`config.mk`:
```
export PLATFORM = sky130hd
export DESIGN_NAME = opf_unit
export DESIGN_NICKNAME = d
export VERILOG_FILES = /design/src/rtl/opf_pkg.sv /design/src/rtl/opf_index_add.sv /design/src/rtl/opf_depth.sv /design/src/rtl/opf_walk.sv /design/src/rtl/opf_unit.sv
export SDC_FILE = /design/constraint.sdc
export NUM_CORES = 1
export LEC_CHECK = 0
export BUFFER_PORTS_ARGS = -buffer_cell sky130_fd_sc_hd__buf_2
export CORE_ASPECT_RATIO = 1.4
export CORE_MARGIN = 4
export CORE_UTILIZATION = 45
export DETAILED_ROUTE_END_ITERATION = 6
export PLACE_DENSITY = 0.87
export SYNTH_ARGS = -nofsm -noshare
export SYNTH_HDL_FRONTEND = slang
export SYNTH_SLANG_ARGS = --single-unit
export TNS_END_PERCENT = 50
```
`constraint.sdc`:
```
create_clock -name clk -period 2 [get_ports clk]
set_clock_uncertainty 0.05 [all_clocks]
set_input_delay 0.1 -clock clk [delete_from_list [all_inputs] [get_ports clk]]
set_output_delay 0.1 -clock clk [all_outputs]
set_load 0.01 [all_outputs]
```
`src/rtl/opf_pkg.sv`:
```
package opf_pkg;
   typedef enum logic [1:0] {
      ST_IDLE = 2'd0,
      ST_READ = 2'd1,
      ST_WAIT = 2'd2,
      ST_DONE = 2'd3
   } opf_state_e;

   localparam logic [1:0] AM_SUM  = 2'd0;
   localparam logic [1:0] AM_ONE  = 2'd1;
   localparam logic [1:0] AM_TWO  = 2'd2;
   localparam logic [1:0] AM_RSVD = 2'd3;
endpackage

```
`src/rtl/opf_index_add.sv`:
```
module opf_index_add #(
   parameter int DATA_W   = 32,
   parameter int CONST_W  = 16,
   parameter int RIDX_W   = 3,
   parameter bit ZERO_IDX = 1'b1
) (
   input  logic [RIDX_W-1:0]  idx_sel,
   input  logic [DATA_W-1:0]  idx_val,
   input  logic [CONST_W-1:0] konst,
   output logic [DATA_W-1:0]  sum
);
   logic [DATA_W-1:0] ext;
   logic [DATA_W-1:0] contrib;

   generate
      if (CONST_W > DATA_W) begin : g_bad_w
         $error("opf_index_add: CONST_W exceeds DATA_W");
      end
      if (CONST_W < DATA_W) begin : g_sext
         assign ext = {{(DATA_W-CONST_W){konst[CONST_W-1]}}, konst};
      end else begin : g_full
         assign ext = konst[DATA_W-1:0];
      end
      if (ZERO_IDX) begin : g_zero
         assign contrib = (idx_sel == '0) ? '0 : idx_val;
      end else begin : g_plain
         assign contrib = idx_val;
      end
   endgenerate

   assign sum = ext + contrib;
endmodule

```
`src/rtl/opf_depth.sv`:
```
module opf_depth (
   input  logic [1:0] mode,
   input  logic       store,
   output logic [1:0] levels,
   output logic       bad
);
   import opf_pkg::*;

   always_comb begin
      bad    = 1'b0;
      levels = 2'd0;
      case (mode)
         AM_SUM:  levels = 2'd0;
         AM_ONE:  levels = store ? 2'd0 : 2'd1;
         AM_TWO:  levels = store ? 2'd1 : 2'd2;
         default: bad = 1'b1;
      endcase
   end
endmodule

```
`src/rtl/opf_walk.sv`:
```
module opf_walk #(
   parameter int DATA_W = 32
) (
   input  logic              clk,
   input  logic              rst_n,
   input  logic              start,
   input  logic [DATA_W-1:0] base,
   input  logic [1:0]        levels,
   input  logic              store,
   input  logic              bad,
   input  logic [DATA_W-1:0] mem_rdata,
   output logic              mem_rd,
   output logic [DATA_W-1:0] mem_addr,
   output logic              done,
   output logic [DATA_W-1:0] operand,
   output logic [DATA_W-1:0] eff_addr,
   output logic              illegal
);
   import opf_pkg::*;

   opf_state_e        state;
   logic [DATA_W-1:0] addr_q;
   logic [DATA_W-1:0] opnd_q;
   logic [1:0]        left_q;
   logic              store_q;
   logic              bad_q;
   logic              accept;

   assign accept = (state == ST_IDLE) && start;

   always_ff @(posedge clk or negedge rst_n) begin
      if (!rst_n) begin
         state   <= ST_IDLE;
         addr_q  <= '0;
         opnd_q  <= '0;
         left_q  <= '0;
         store_q <= 1'b0;
         bad_q   <= 1'b0;
      end else begin
         case (state)
            ST_IDLE: if (start) begin
               addr_q  <= base;
               opnd_q  <= base;
               left_q  <= levels;
               store_q <= store;
               bad_q   <= bad;
               state   <= (levels == 2'd0) ? ST_DONE : ST_READ;
            end
            ST_READ: state <= ST_WAIT;
            ST_WAIT: begin
               if (left_q == 2'd1) begin
                  opnd_q <= mem_rdata;
                  if (store_q) addr_q <= mem_rdata;
                  state <= ST_DONE;
               end else begin
                  addr_q <= mem_rdata;
                  left_q <= 2'(left_q - 2'd1);
                  state  <= ST_READ;
               end
            end
            default: state <= ST_IDLE;
         endcase
      end
   end

   assign mem_rd   = (state == ST_READ);
   assign mem_addr = addr_q;
   assign done     = (state == ST_DONE);
   assign operand  = opnd_q;
   assign eff_addr = addr_q;
   assign illegal  = done && bad_q;


   done_pulse_chk: assert property (@(posedge clk) disable iff (!rst_n)
      done |=> !done);

   rd_spacing_chk: assert property (@(posedge clk) disable iff (!rst_n)
      mem_rd |=> (!mem_rd && !done));

   illegal_done_chk: assert property (@(posedge clk) disable iff (!rst_n)
      illegal |-> done);

   zero_level_chk: assert property (@(posedge clk) disable iff (!rst_n)
      (accept && levels == 2'd0) |=> (done && !mem_rd));

   hold_eff_chk: assert property (@(posedge clk) disable iff (!rst_n)
      (state == ST_IDLE && !start) |=> ($stable(eff_addr) && $stable(operand)));

   busy_ignore_chk: assert property (@(posedge clk) disable iff (!rst_n)
      (state == ST_READ) |=> $stable(mem_addr));
endmodule

```
`src/rtl/opf_unit.sv`:
```
module opf_unit #(
   parameter int INSTR_W  = 32,
   parameter int DATA_W   = 32,
   parameter int CONST_W  = 16,
   parameter int RIDX_W   = 3,
   parameter bit ZERO_IDX = 1'b1
) (
   input  logic               clk,
   input  logic               rst_n,
   input  logic               start,
   input  logic [INSTR_W-1:0] instr,
   input  logic               is_store,
   output logic [RIDX_W-1:0]  rf_addr,
   input  logic [DATA_W-1:0]  rf_data,
   output logic               mem_rd,
   output logic [DATA_W-1:0]  mem_addr,
   input  logic [DATA_W-1:0]  mem_rdata,
   output logic               done,
   output logic [DATA_W-1:0]  operand,
   output logic [DATA_W-1:0]  eff_addr,
   output logic               illegal
);
   localparam int RI_LSB   = CONST_W;
   localparam int MODE_LSB = RI_LSB + RIDX_W;
   localparam int USED_W   = MODE_LSB + 2;

   generate
      if (INSTR_W < USED_W + RIDX_W) begin : g_bad_instr
         $error("opf_unit: INSTR_W too narrow for its fields");
      end
   endgenerate

   logic [CONST_W-1:0] konst;
   logic [1:0]         mode;
   logic [DATA_W-1:0]  base;
   logic [1:0]         levels;
   logic               bad;
   logic               unused_hi;

   assign konst     = instr[CONST_W-1:0];
   assign rf_addr   = instr[RI_LSB +: RIDX_W];
   assign mode      = instr[MODE_LSB +: 2];
   assign unused_hi = ^instr[INSTR_W-1:USED_W];

   opf_index_add #(
      .DATA_W(DATA_W), .CONST_W(CONST_W), .RIDX_W(RIDX_W), .ZERO_IDX(ZERO_IDX)
   ) u_add (
      .idx_sel(rf_addr), .idx_val(rf_data), .konst(konst), .sum(base)
   );

   opf_depth u_depth (
      .mode(mode), .store(is_store), .levels(levels), .bad(bad)
   );

   opf_walk #(.DATA_W(DATA_W)) u_walk (
      .clk(clk), .rst_n(rst_n), .start(start), .base(base), .levels(levels),
      .store(is_store), .bad(bad), .mem_rdata(mem_rdata), .mem_rd(mem_rd),
      .mem_addr(mem_addr), .done(done), .operand(operand),
      .eff_addr(eff_addr), .illegal(illegal)
   );
endmodule

```
Yosys cells after proc, flatten, opt, wreduce, memory -nomap -nowiden:

Cells that the tools add are included.

* flip-flop bits (word level): 70
* output and inout bits: 102

* $add $sub $neg: 2
* equality and inequality tests: 10
* multiplexer cells: 18
* reductions and logical operators: 11

Operator list (count)
* 32-bit two-way mux: 5
* 32-bit case mux with 2 select lines: 2
* 32-bit adder: 1
* 2-bit two-way mux: 6
* 3-bit AND reduction: 3
* 2-bit case mux with 2 select lines: 2
* 2-bit by 1-bit == test with 1-bit output (second input constant): 3
* 2-bit == test (second input constant): 3
* 2-bit zero test: 3
* 2-bit case mux with 3 select lines: 1
* 2-bit != test (second input constant): 2
* 3-bit zero test: 1
* 3-bit by 2-bit != test with 1-bit output (second input constant): 1
* 3-bit OR reduction: 1
* 1-bit two-way mux: 2
* 2-bit by 1-bit != test with 1-bit output (second input constant): 1
* 2-bit AND reduction: 1
* 2-bit nonzero test: 1
* 2-bit by 1-bit subtractor with 2-bit output (second input constant): 1
* 1-bit logical AND: 1

Longest topological paths before layout:

Gate-level depths: netlist of run 1.

* depth after elaboration: 6
* gate-level depth with buffers: 12

Cells and area by module:

Synthesis of run 1 repeated with hierarchy kept, for this count alone.

* cell total of the unflattened synthesis: 545
* area total of the unflattened synthesis: 5701.7 µm²

By module, submodules not included
* opf_walk: instances 1, cells an instance 240, area each 3621.0 µm², seq. area each 1751.7 µm²
* opf_index_add: instances 1, cells an instance 297, area each 2016.9 µm², seq. area each 0.0 µm²
* opf_depth: instances 1, cells an instance 5, area each 41.3 µm², seq. area each 0.0 µm²
* opf_unit: instances 1, cells an instance 3, area each 22.5 µm², seq. area each 0.0 µm²

Worst setup path before layout of run 1:

No wires, ideal clock.

* path kind: input to register
* start point: input instr[17]
* end point: register u_walk.addr_q[26], in the netlist u_walk.eff_addr[26]
* library setup time: 120 ps
* data arrival time: 2761 ps
* required time: 1830 ps
* slack: -931 ps
* stages on the path: 12
* buffers on the path: 1
* cells stage by stage: nor3_1 -> clkbuf_1 -> nor2b_1 -> ha_1 -> fa_1 -> a21oi_1 -> o211ai_1 -> a31oi_1 -> o211ai_1 -> a2111oi_0 -> a41oi_1 -> and3_1

* longest elaborated chain between the ends: 5

Ends and longest elaborated chain
* from (decl): RTL line opf_unit.sv:11 `input logic [INSTR_W-1:0] instr,`
* 3-bit zero test: RTL line opf_index_add.sv:25 `assign contrib = (idx_sel == '0) ? '0 : idx_val;`
* 32-bit two-way mux: RTL line opf_index_add.sv:25
* 32-bit adder: RTL line opf_index_add.sv:31 `assign sum = ext + contrib;`
* 32-bit two-way mux: RTL line opf_walk.sv:41 `ST_IDLE: if (start) begin`
* 32-bit case mux with 2 select lines: RTL line opf_walk.sv:40 `case (state)`
* to (signal assigned): RTL line opf_walk.sv:42 `addr_q <= base;`
* to (signal assigned): RTL line opf_walk.sv:53 `if (store_q) addr_q <= mem_rdata;`
* to (signal assigned): RTL line opf_walk.sv:56 `addr_q <= mem_rdata;`
* to (decl): RTL line opf_walk.sv:22 `logic [DATA_W-1:0] addr_q;`

No other way between the ends. The select of a mux whose other input is x is not followed.
A chain may end at the register's enable or synchronous reset.

Worst setup path after layout of run 1:

* start point: input instr[16]
* end point: register u_walk.opnd_q[31], in the netlist u_walk.operand[31]

* longest elaborated chain between the ends: 5

Ends and longest elaborated chain
* 3-bit zero test: RTL line opf_index_add.sv:25
* 32-bit two-way mux: RTL line opf_index_add.sv:25
* 32-bit adder: RTL line opf_index_add.sv:31
* 32-bit two-way mux: RTL line opf_walk.sv:41
* 32-bit case mux with 2 select lines: RTL line opf_walk.sv:40
* to (signal assigned): RTL line opf_walk.sv:43 `opnd_q <= base;`
* to (signal assigned): RTL line opf_walk.sv:52 `opnd_q <= mem_rdata;`
* to (decl): RTL line opf_walk.sv:23 `logic [DATA_W-1:0] opnd_q;`

No other way between the ends. The select of a mux whose other input is x is not followed.

==> summary.md, run 1 <==
| Metric | Value |
|---|---|
| Total GRT Usage | `26.2%` |
| Synth top area share | `approximately 34%` |
| DIE AREA | `13400 um2` |
| Worst Tran Pin Value | `488 ps` |
| Share of layout cells above drive strength 1 | `48.7%` |
| Startpoint Class | `input pin` |
| Largest net degree at the start of global routing | `51` |
| Wire per inst | `20.0 um` |
| Top cells by area, synth | `dfrtp_1 (34%), ha_1 (7.7%), nand2_1 (7.0%)` |
| Critical-path maximum fanout | `10` |
| Net count after synthesis | `between 700 and 800` |
| Period utilization | `131%` |
| Initial DRC count | `536` |
| Cts bufs inserted | `9` |
| Met1 usage | `29.0%` |
| Max cap viols | `0` |
| Root buffer cell | `clkbuf_16` |
| Clock slew at reported path FFs | `50 ps` |
| Max-slew violation count | `0` |
| Leakage | `~3.8 nW` |
| Crit path top cell by count | `buf_8` |
| Vias per inst | `between 5 and 6` |
| Worst vdd ir | `~0.64 mV` |
| Cell family with most CP delay | `simple AND/OR/NAND/NOR gates` |
| GR Overflow Total | `0` |
| Core Footprint | `~11000 um2` |
| HPWL after DPL | `13.7 mm` |
| Fraction of registers with async set/reset | `100%` |
| Die height | `135 um` |
| Fin. Hold Viols | `0` |
| Min Hold Slack | `approximately 5.2 ps` |
| Setup Crit Path Kind | `in -> reg` |
| Ys flop type | `dfrtp_1` |
| Final setup viols | `56` |
| Via count | `6311` |
| Syn Std Cell Area | `5230 um2` |
| Worst setup EP type | `register` |
| DRC Markers | `0` |
| Die Wd | `99.1 um` |
| Clk buf depth | `2` |
| Fin crit period | `2630 ps` |
| Mapped Avg Cell Area | `8.04 um2` |
| Sum Neg Setup Slack | `-22310 ps` |
| Critical Path, Cell by Cell | `buf_8 > nor3_4 > buf_8 > buf_6 > nor2b_1 > ha_1 > buf_4 > nand2_1 > nor3_2 > a221oi_4 > and3_1 > o21ai_0 > nand3_2 > a211oi_2` |
| Min-Delay Path Class | `in -> reg` |
| GPL Wtd Cong | `0.931` |
| Slack of the critical path | `-625 ps` |
| Pwr per Cell Area | `about 1200 nW/um2` |
| CTS tree | `built` |
| Worst Reg-to-Reg Cells | `7` |
| Starting density of the core | `a little under half` |
| Vias in the first global route | `between 5000 and 6000` |
| Nets | `approximately 1000` |
| Clock latency on the worst-skew pair | `330 ps` |
| First drt pass iteration count | `5` |
| # rows | `46` |
| Failing checks | `negative setup slack` |
| Max-Slew Margin vs Limit | `about two thirds` |
| First-pass GRT wire length | `28.2 mm` |
| Met2 usage | `46.0%` |
| Critical Path AT | `around 2800 ps` |
| Final WL | `21.2 mm` |
| Worst path bufs/invs | `4` |
| Synth warn | `0` |
| RSZ-0062 raised after global routing | `true` |
| Port-buffer cells | `between 150 and 200` |
| Hold path depth | `3` |
| Met3 global-route usage | `3.71%` |
| Crit path required time | `about 2200 ps` |
| Placed instance count | `1019` |
| Slowest stage delay, CP | `340 ps` |
| WP depth | `14` |
| Max Freq | `around 0.38 GHz` |
| Outcome | `finished with violations` |
| Post-synth EDFFs | `0` |
| Global routing's busiest layer | `met2` |
| Syn-to-layout area delta | `53.4%` |
| Post-Layout Cell Count | `1059` |
| Yosys reg bits | `70` |
| Synth cell types | `55` |
| Post-route ant nets | `0` |
| H-Tree Level Count | `3` |
| Cells after Synth | `650` |
| Post-synth top area cell | `dfrtp_1` |
| Register area share after synthesis | `approximately a third` |
| IO Pins | `around 200` |
| Sink Count | `70` |
| Initial antenna violation count | `2` |
| CP max stage cell | `ha_1` |
| Power Total | `9.90 mW` |
-- through the flow --
stage                     area [um2]  util [%]  setup slack (ps)
after floorplan                 5320         -              -593
after global placement          6820      60.2              -728
after detailed placement        6820      60.2              -867
after CTS                       7400      65.3              -377
after global routing            8020      70.7              -705
final                           8020      70.7              -625
-- sequential cells by signal, indices dropped and copies added (netlist names) --
| name | cells |
|---|---|
| u_walk.bad_q | 1 |
| u_walk.eff_addr | 32 |
| u_walk.left_q | 2 |
| u_walk.operand | 32 |
| u_walk.state | 2 |
| u_walk.store_q | 1 |
-- logic make-up after synthesis --
| kind of cell | after synthesis | synth area share [%] |
|---|---|---|
| simple gates | 241 | 21.7 |
| compound gates | 188 | 21.5 |
| buf+inv | 80 | 8.52 |
| flops | 70 | 33.5 |
| fa+ha+maj | 33 | 8.05 |
| xor+xnor | 25 | 4.19 |
| mux | 13 | 2.49 |
-- tightest hold or removal path, cell delays in order --
cell	delay, ps
buf_2	90
a21oi_2	50
o21ai_1	100
-- what timing repair did --
item / in CTS / in global routing
endpoints found under the hold margin: 23 / 0
pin swaps: 17 / 47
cloned: 0 / 2
buffers inserted: 2 / 18
resized for setup: 57 / 105
endpoints found under the setup margin: 50 / 59
hold buffers: 5 / 0
-- where the power goes --
part,switching (mW),internal [mW]
clock,0.538,0.854
sequential,0.513,2.14
combinational,3.44,2.42
total,4.49,5.41
-- worst paths after layout --
check	from	end	slack (ps)
worst max-delay path	instr[16]	u_walk.operand[31]	-630
worst min-delay path	mem_rdata[10]	u_walk.operand[10]	5
worst max register to register	u_walk.left_q[0]	u_walk.operand[12]	-110
worst min register to register	u_walk.operand[2]	u_walk.operand[2]	420
max in group asynchronous	rst_n	u_walk.state[1]	1030
min in group asynchronous	rst_n	u_walk.eff_addr[2]	220
-- Yosys cell counts (7+ instances only) --
cell type	count
o21ai_0	70
nand2_1	98
nor2_1	47
clkbuf_1	20
and3_1	10
nor2b_1	34
a21oi_1	55
buf_4	35
mux2i_1	13
xor2_1	15
ha_1	32
nand4_1	10
nand3_1	13
dfrtp_1	70
inv_1	9
xnor2_1	10
o211ai_1	13
buf_2	10
nor3_1	7
-- placed cells by master (no fill, tap or decap), types with 4 or more instances in the layout --
master / count
clkbuf_16: 10
xor2_1: 10
nand2b_1: 4
xnor2_2: 5
nand2_1: 93
a21oi_2: 25
nand4_1: 10
buf_12: 4
o211ai_1: 13
and3_1: 10
a21oi_1: 29
mux2i_1: 7
o21ai_2: 8
xor2_2: 5
a31oi_1: 5
buf_4: 107
dfrtp_1: 69
o21ai_0: 40
buf_2: 188
mux2i_2: 4
dlygate4sd3_1: 5
o21ai_1: 23
ha_4: 7
nor2_1: 44
inv_1: 9
o21a_1: 6
nor2b_1: 29
nand3_1: 10
nand2_2: 6
a221oi_2: 4
ha_1: 22
buf_6: 13
-- routing by layer --
metal	share of wire [%]	up-vias
li1	-	2777
met3	7.5	137
met4	7.4	0
met1	35	2952
met2	50	445
met5	0	-
-- area by class of cell --
class | count | area (um2)
multi-input cells | 500 | 3710
fillers | 796 | 3320
repair buffers | 320 | 2080
clock buffers | 12 | 246
flip-flops and latches | 70 | 1750
well taps | 144 | 180
clock inverters | 2 | 10.0
diodes | 2 | 5.00
inverters | 9 | 33.8
(Power assumes the default switching activity.)
==> inputs of run 2 (changes only) <==
- ABC_AREA: unset -> 1
- CORE_MARGIN: 4 -> unset
- CORE_UTILIZATION: 45 -> 47
- PLACE_DENSITY: 0.87 -> 0.88
==> summary.md, run 2 <==
| Metric | Value |
|---|---|
| Synth top area share | `29.2%` |
| First-pass GRT wire length | `29.5 mm` |
| HPWL after DPL | `13.9 mm` |
| Max Freq | `around 0.5 GHz` |
| Vias in the first global route | `6379` |
| Leakage | `about 4.9 nW` |
| HP Start | `is_store` |
| Die height | `about 140 um` |
| Pwr per Cell Area | `1210 nW/um2` |
| Most frequent cells in the layout | `nand2_1 (278), buf_2 (188), inv_1 (151)` |
| Mapped Avg Cell Area | `between 6 and 7 um2` |
| Post-synth top cells | `nand2_1 (348), inv_1 (159), nand3_1 (94)` |
| Max cap viols | `0` |
| Commonest non-fill, non-tap cell in the layout | `nand2_1` |
| Fin crit period | `1970 ps` |
| Setup Crit Path Kind | `in -> reg` |
| Post-synth top area cell | `dfrtp_1` |
| Sink Count | `70` |
| Placed inst area | `7270 um2` |
| Placement Setup Slack | `-451 ps` |
| Fin. Hold Viols | `0` |
| Clock slew at reported path FFs | `60 ps` |
| Startpoint Class | `input pin` |
| Period utilization | `98.6%` |
| Outcome | `completed` |
| GPL Wtd Cong | `0.956` |
| Post-synth EDFFs | `0` |
| Clk buf depth | `2` |
| Cts bufs inserted | `9` |
| Starting density of the core | `48.5%` |
| Initial antenna violation count | `1` |
| Max-Slew Margin vs Limit | `~58%` |
| Synth cell types | `31` |
| Register area share after synthesis | `29.2%` |
| Crit path required time | `2160 ps` |
| Largest net degree at the start of global routing | `71` |
| DIE AREA | `13200 um2` |
| Synth warn | `0` |
| Ys flop type | `dfrtp_1` |
| Fin area | `roughly 8600 um2` |
| Worst Tran Pin Value | `626 ps` |
| Top cells by area, synth | `dfrtp_1 (29%), nand2_1 (22%), inv_1 (10%)` |
| Cells after Synth | `a little under 1000` |
| Critical Path AT | `2140 ps` |
| # rows | `48` |
| Die Wd | `97.5 um` |
| Initial DRC count | `roughly 360` |
| Slack of the critical path | `28.1 ps` |
| H-Tree Level Count | `3` |
| Fraction of registers with async set/reset | `100%` |
| Net count after synthesis | `~1100` |
| Min-Delay Path Class | `in -> reg` |
| Crit. Startpoint | `instr[18]` |
| Worst vdd ir | `between 0.7 and 0.8 mV` |
| Worst setup EP type | `register` |
| Via count | `6880` |
| Critical-path maximum fanout | `6` |
| Vias per inst | `5.15` |
| Max-slew violation count | `0` |
| RSZ-0062 raised after global routing | `true` |
| Root buffer cell | `clkbuf_16` |
| IO Pins | `202` |
| CTS tree | `built` |
| First drt pass iteration count | `5` |
| Port-buffer cells | `190` |
| Final WL | `~20 mm` |
| Share of layout cells above drive strength 1 | `40.8%` |
| Total GRT Usage | `around 27%` |
| Nets | `1312` |
| Syn Std Cell Area | `6000 um2` |
| Yosys reg bits | `70` |
| Clock latency on the worst-skew pair | `330 ps` |
| Core Footprint | `approximately 12000 um2` |
| DRC Markers | `0` |
| Final setup viols | `0` |
| Count leader, synth | `nand2_1` |
| GR Overflow Total | `0` |
| Post-route ant nets | `0` |
| R2r startpoint | `u_walk.state[0]` |
| Syn-to-layout area delta | `43.9%` |
| Wire per inst | `between 10 and 15 um` |
[run 2: cell types whose count changed in the layout (fill, tap and decap cells not counted), moves of 21 or more]
cell,previous run,this run
nor2b_1,29,0
o21ai_1,23,2
nor2_2,3,25
inv_1,9,151
nand3_2,3,30
nand2_2,6,64
buf_4,107,59
nand3_1,10,61
nand2_1,93,278
[run 2: final cells by class]
| class | instances | area [um2] |
|---|---|---|
| Clock inverter | 5 | 129 |
| Antenna cell | 1 | 2.50 |
| Fill cell | 993 | 3740 |
| Inverter | 164 | 618 |
| Sequential cell | 70 | 1750 |
| Tap cell | 150 | 188 |
| Timing Repair Buffer | 261 | 1600 |
| Multi-Input combinational cell | 673 | 4090 |
| Clock buffer | 11 | 253 |
[run 2: worst max-delay path, stage by stage]
cell       delay [ps]
buf_6              90
nor2_2            110
nand2_2            80
inv_4             100
clkbuf_16         150
nor2_1             40
ha_1              360
nand2_1            80
nand2_1            90
inv_1             100
nand2_1            60
nand2_1            70
nand3_2           110
xnor2_1           300
nand2_1           120
nand3_1           100
nand2_1            60
[run 2: path summary, 6_finish.rpt]
| check | to | slack, ps | cells after the start |
|---|---|---|---|
| setup / recovery | u_walk.operand[9] | 30 | 17 |
| hold / removal | u_walk.store_q | 5 | 3 |
| setup reg to reg | u_walk.eff_addr[1] | 140 | 8 |
| hold reg to reg | u_walk.operand[30] | 430 | 2 |
| max in group asynchronous | u_walk.eff_addr[29] | 1330 | 3 |
| min in group asynchronous | u_walk.state[0] | 270 | 3 |
[run 2: kinds of logic (layout without fill, tap and decap cells)]
| logic type | after synthesis | after routing | synth area share (%) |
|---|---|---|---|
| compound gates | 67 | 67 | 6.36 |
| xor+xnor | 14 | 14 | 2.04 |
| fa+ha+maj | 33 | 33 | 7.01 |
| buf+inv | 221 | 441 | 16.8 |
| flops | 70 | 70 | 29.2 |
| other cells | 0 | 1 | 0 |
| simple gates | 559 | 559 | 38.6 |
[run 2: power breakdown]
part / total, mW / switching (mW) / internal (mW)
clock: 2.02 / 0.610 / 1.41
sequential: 2.66 / 0.504 / 2.15
combinational: 5.76 / 3.53 / 2.23
[run 2: layer usage]
layer | up-vias | part of all wire [%] | global-route usage [%]
met5 | - | 0 | 0
met4 | 0 | 3.6 | 10.0
met3 | 56 | 4.5 | 1.86
met2 | 282 | 52 | 50.9
met1 | 3193 | 39 | 33.0
li1 | 3349 | - | -
[run 2: through the flow]
stage                     setup TNS [ps]  total power [mW]  utilization (%)  std cells  hold slack [ps]
after floorplan                        0              6.20                -        964             -246
after global placement            -16040              7.63             58.8       1308             95.8
after detailed placement          -18500              7.80             58.8       1308             98.1
after CTS                           -145              9.98             63.0       1329             1.28
after global routing               -1920              11.1             69.8       1335             21.4
final                                  0              10.4             69.8       1335             5.04
[run 2: timing repair]
item                                    in CTS  in global routing
gates resized for setup                     26                192
hold buffers                                 2                  0
endpoints found under the setup margin      29                 56
pin swaps                                    6                 61
buffers inserted                             3                  4
cloned                                       0                  1
hold endpoints to repair                    71                  0
==> inputs of run 3 (changes only) <==
- RECOVER_POWER: unset -> 25
==> summary.md, run 3 (synthesized netlist as in run 2, its figures left out) <==
| Metric | Value |
|---|---|
| CP max stage cell | `ha_1` |
| Worst vdd ir | `0.771 mV` |
| Placed inst area | `about 7300 um2` |
| Wire per inst | `roughly 15 um` |
| Startpoint Class | `input pin` |
| Commonest non-fill, non-tap cell in the layout | `nand2_1` |
| Share of layout cells above drive strength 1 | `40.6%` |
| Nets | `1312` |
| Die height | `about 140 um` |
| Leakage | `4.91 nW` |
| Die Wd | `97.5 um` |
| Crit path top cell by count | `nand2_1` |
| Critical-path maximum fanout | `6` |
| Sink Count | `70` |
| Root buffer cell | `clkbuf_16` |
| Clock latency on the worst-skew pair | `330 ps` |
| GR Overflow Total | `0` |
| Fin area | `8620 um2` |
| Min-Delay Path Class | `in -> reg` |
| CTS tree | `built` |
| HPWL after DPL | `13.9 mm` |
| Final setup viols | `0` |
| Hold path depth | `3` |
| First drt pass iteration count | `5` |
| Core Footprint | `12400 um2` |
| Initial antenna violation count | `1` |
| Vias in the first global route | `6379` |
| First-pass GRT wire length | `29.5 mm` |
| Largest net degree at the start of global routing | `71` |
| Worst Tran Pin Value | `~930 ps` |
| Post-route ant nets | `0` |
| Outcome | `completed` |
| Via count | `6867` |
| Max Freq | `0.507 GHz` |
| WP depth | `17` |
| GPL Wtd Cong | `between 0.9 and 1` |
| Max-slew violation count | `0` |
| Final WL | `around 20 mm` |
| Syn-to-layout area delta | `43.7%` |
| Initial DRC count | `about 360` |
| Worst setup EP type | `register` |
| Vias per inst | `5.14` |
| Setup Crit Path Kind | `in -> reg` |
| Min Hold Slack | `5.30 ps` |
| Clk buf depth | `2` |
| Most frequent cells in the layout | `nand2_1 (278), buf_2 (186), inv_1 (151)` |
| Sum Neg Setup Slack | `0 ps` |
| Worst Reg-to-Reg Cells | `8` |
| Pwr per Cell Area | `1210 nW/um2` |
| # rows | `48` |
| Max-Slew Margin vs Limit | `38.2%` |
| Total GRT Usage | `27.4%` |
| Power Total | `10.4 mW` |
| DRC Markers | `0` |
| Slowest stage delay, CP | `360 ps` |
| Worst path bufs/invs | `4` |
| Starting density of the core | `48.5%` |
| Port-buffer cells | `190` |
| Fin crit period | `1970 ps` |
| Fin. Hold Viols | `0` |
| Cell family with most CP delay | `simple AND/OR/NAND/NOR gates` |
| Clock slew at reported path FFs | `60 ps` |
| IO Pins | `about 200` |
| Crit path required time | `2160 ps` |
| Max cap viols | `0` |
| Cts bufs inserted | `9` |
| Critical Path, Cell by Cell | `buf_6 > nor2_2 > nand2_2 > inv_4 > clkbuf_16 > nor2_1 > ha_1 > nand2_1 > nand2_1 > inv_1 > nand2_1 > nand2_1 > nand3_2 > xnor2_1 > nand2_1 > nand3_1 > nand2_1` |
| Period utilization | `98.5%` |
| Critical Path AT | `between 2000 and 2500 ps` |
| RSZ-0062 raised after global routing | `true` |
| DIE AREA | `13200 um2` |
| H-Tree Level Count | `3` |
run 3: final cells by class:
| class | instances | area [um2] |
|---|---|---|
| inverters | 164 | 618 |
| repair buffers | 261 | 1580 |
| clock buffers | 11 | 253 |
| diodes | 1 | 2.50 |
| well taps | 150 | 188 |
| flip-flops and latches | 70 | 1750 |
| fillers | 997 | 3750 |
| multi-input cells | 673 | 4090 |
| clock inverters | 5 | 129 |
run 3: routing by layer:
layer,global-route usage [%],up-vias,routed length (um)
met5,0,-,0
met4,10.0,0,702
met3,1.86,58,872
met2,50.9,278,10300
met1,33.0,3182,7750
li1,-,3349,-
run 3: metrics by stage:
step,setup WS (ps),std cells,utilization (%)
2_1_floorplan,3.31,964,-
3_3_place_gp,-425,1308,58.8
3_5_place_dp,-451,1308,58.8
4_1_cts,-27.1,1329,63.0
5_1_grt,-127,1335,69.7
6_report,29.5,1335,69.7
run 3: repair_timing:
item	4_1_cts	5_1_grt
endpoints found under the setup margin	29	56
resized for setup	26	192
endpoints found under the hold margin	71	0
gates cloned	0	1
pin swaps	6	61
setup buffers	3	4
hold buffers	2	0
run 3: path summary, 6_finish.rpt:
path,end,slack (ps),start
setup / recovery,u_walk.operand[9],30,instr[18]
max in group asynchronous,u_walk.eff_addr[29],800,rst_n
setup reg to reg,u_walk.eff_addr[1],140,u_walk.state[0]
hold reg to reg,u_walk.operand[30],420,u_walk.operand[30]
hold / removal,u_walk.store_q,5,is_store
min in group asynchronous,u_walk.state[0],500,rst_n
run 3: tightest hold or removal path: stages:
cell and delay, ps:
buf_2 110, inv_1 70, a21oi_1 60
run 3: report_power, final:
| part | switching (mW) | leakage [nW] | total (mW) | internal [mW] |
|---|---|---|---|---|
| clock | 0.610 | 0.186 | 2.03 | 1.41 |
| combinational | 3.53 | 3.88 | 5.75 | 2.22 |
| sequential | 0.504 | 0.850 | 2.66 | 2.15 |
| total | 4.65 | 4.91 | 10.4 | 5.79 |
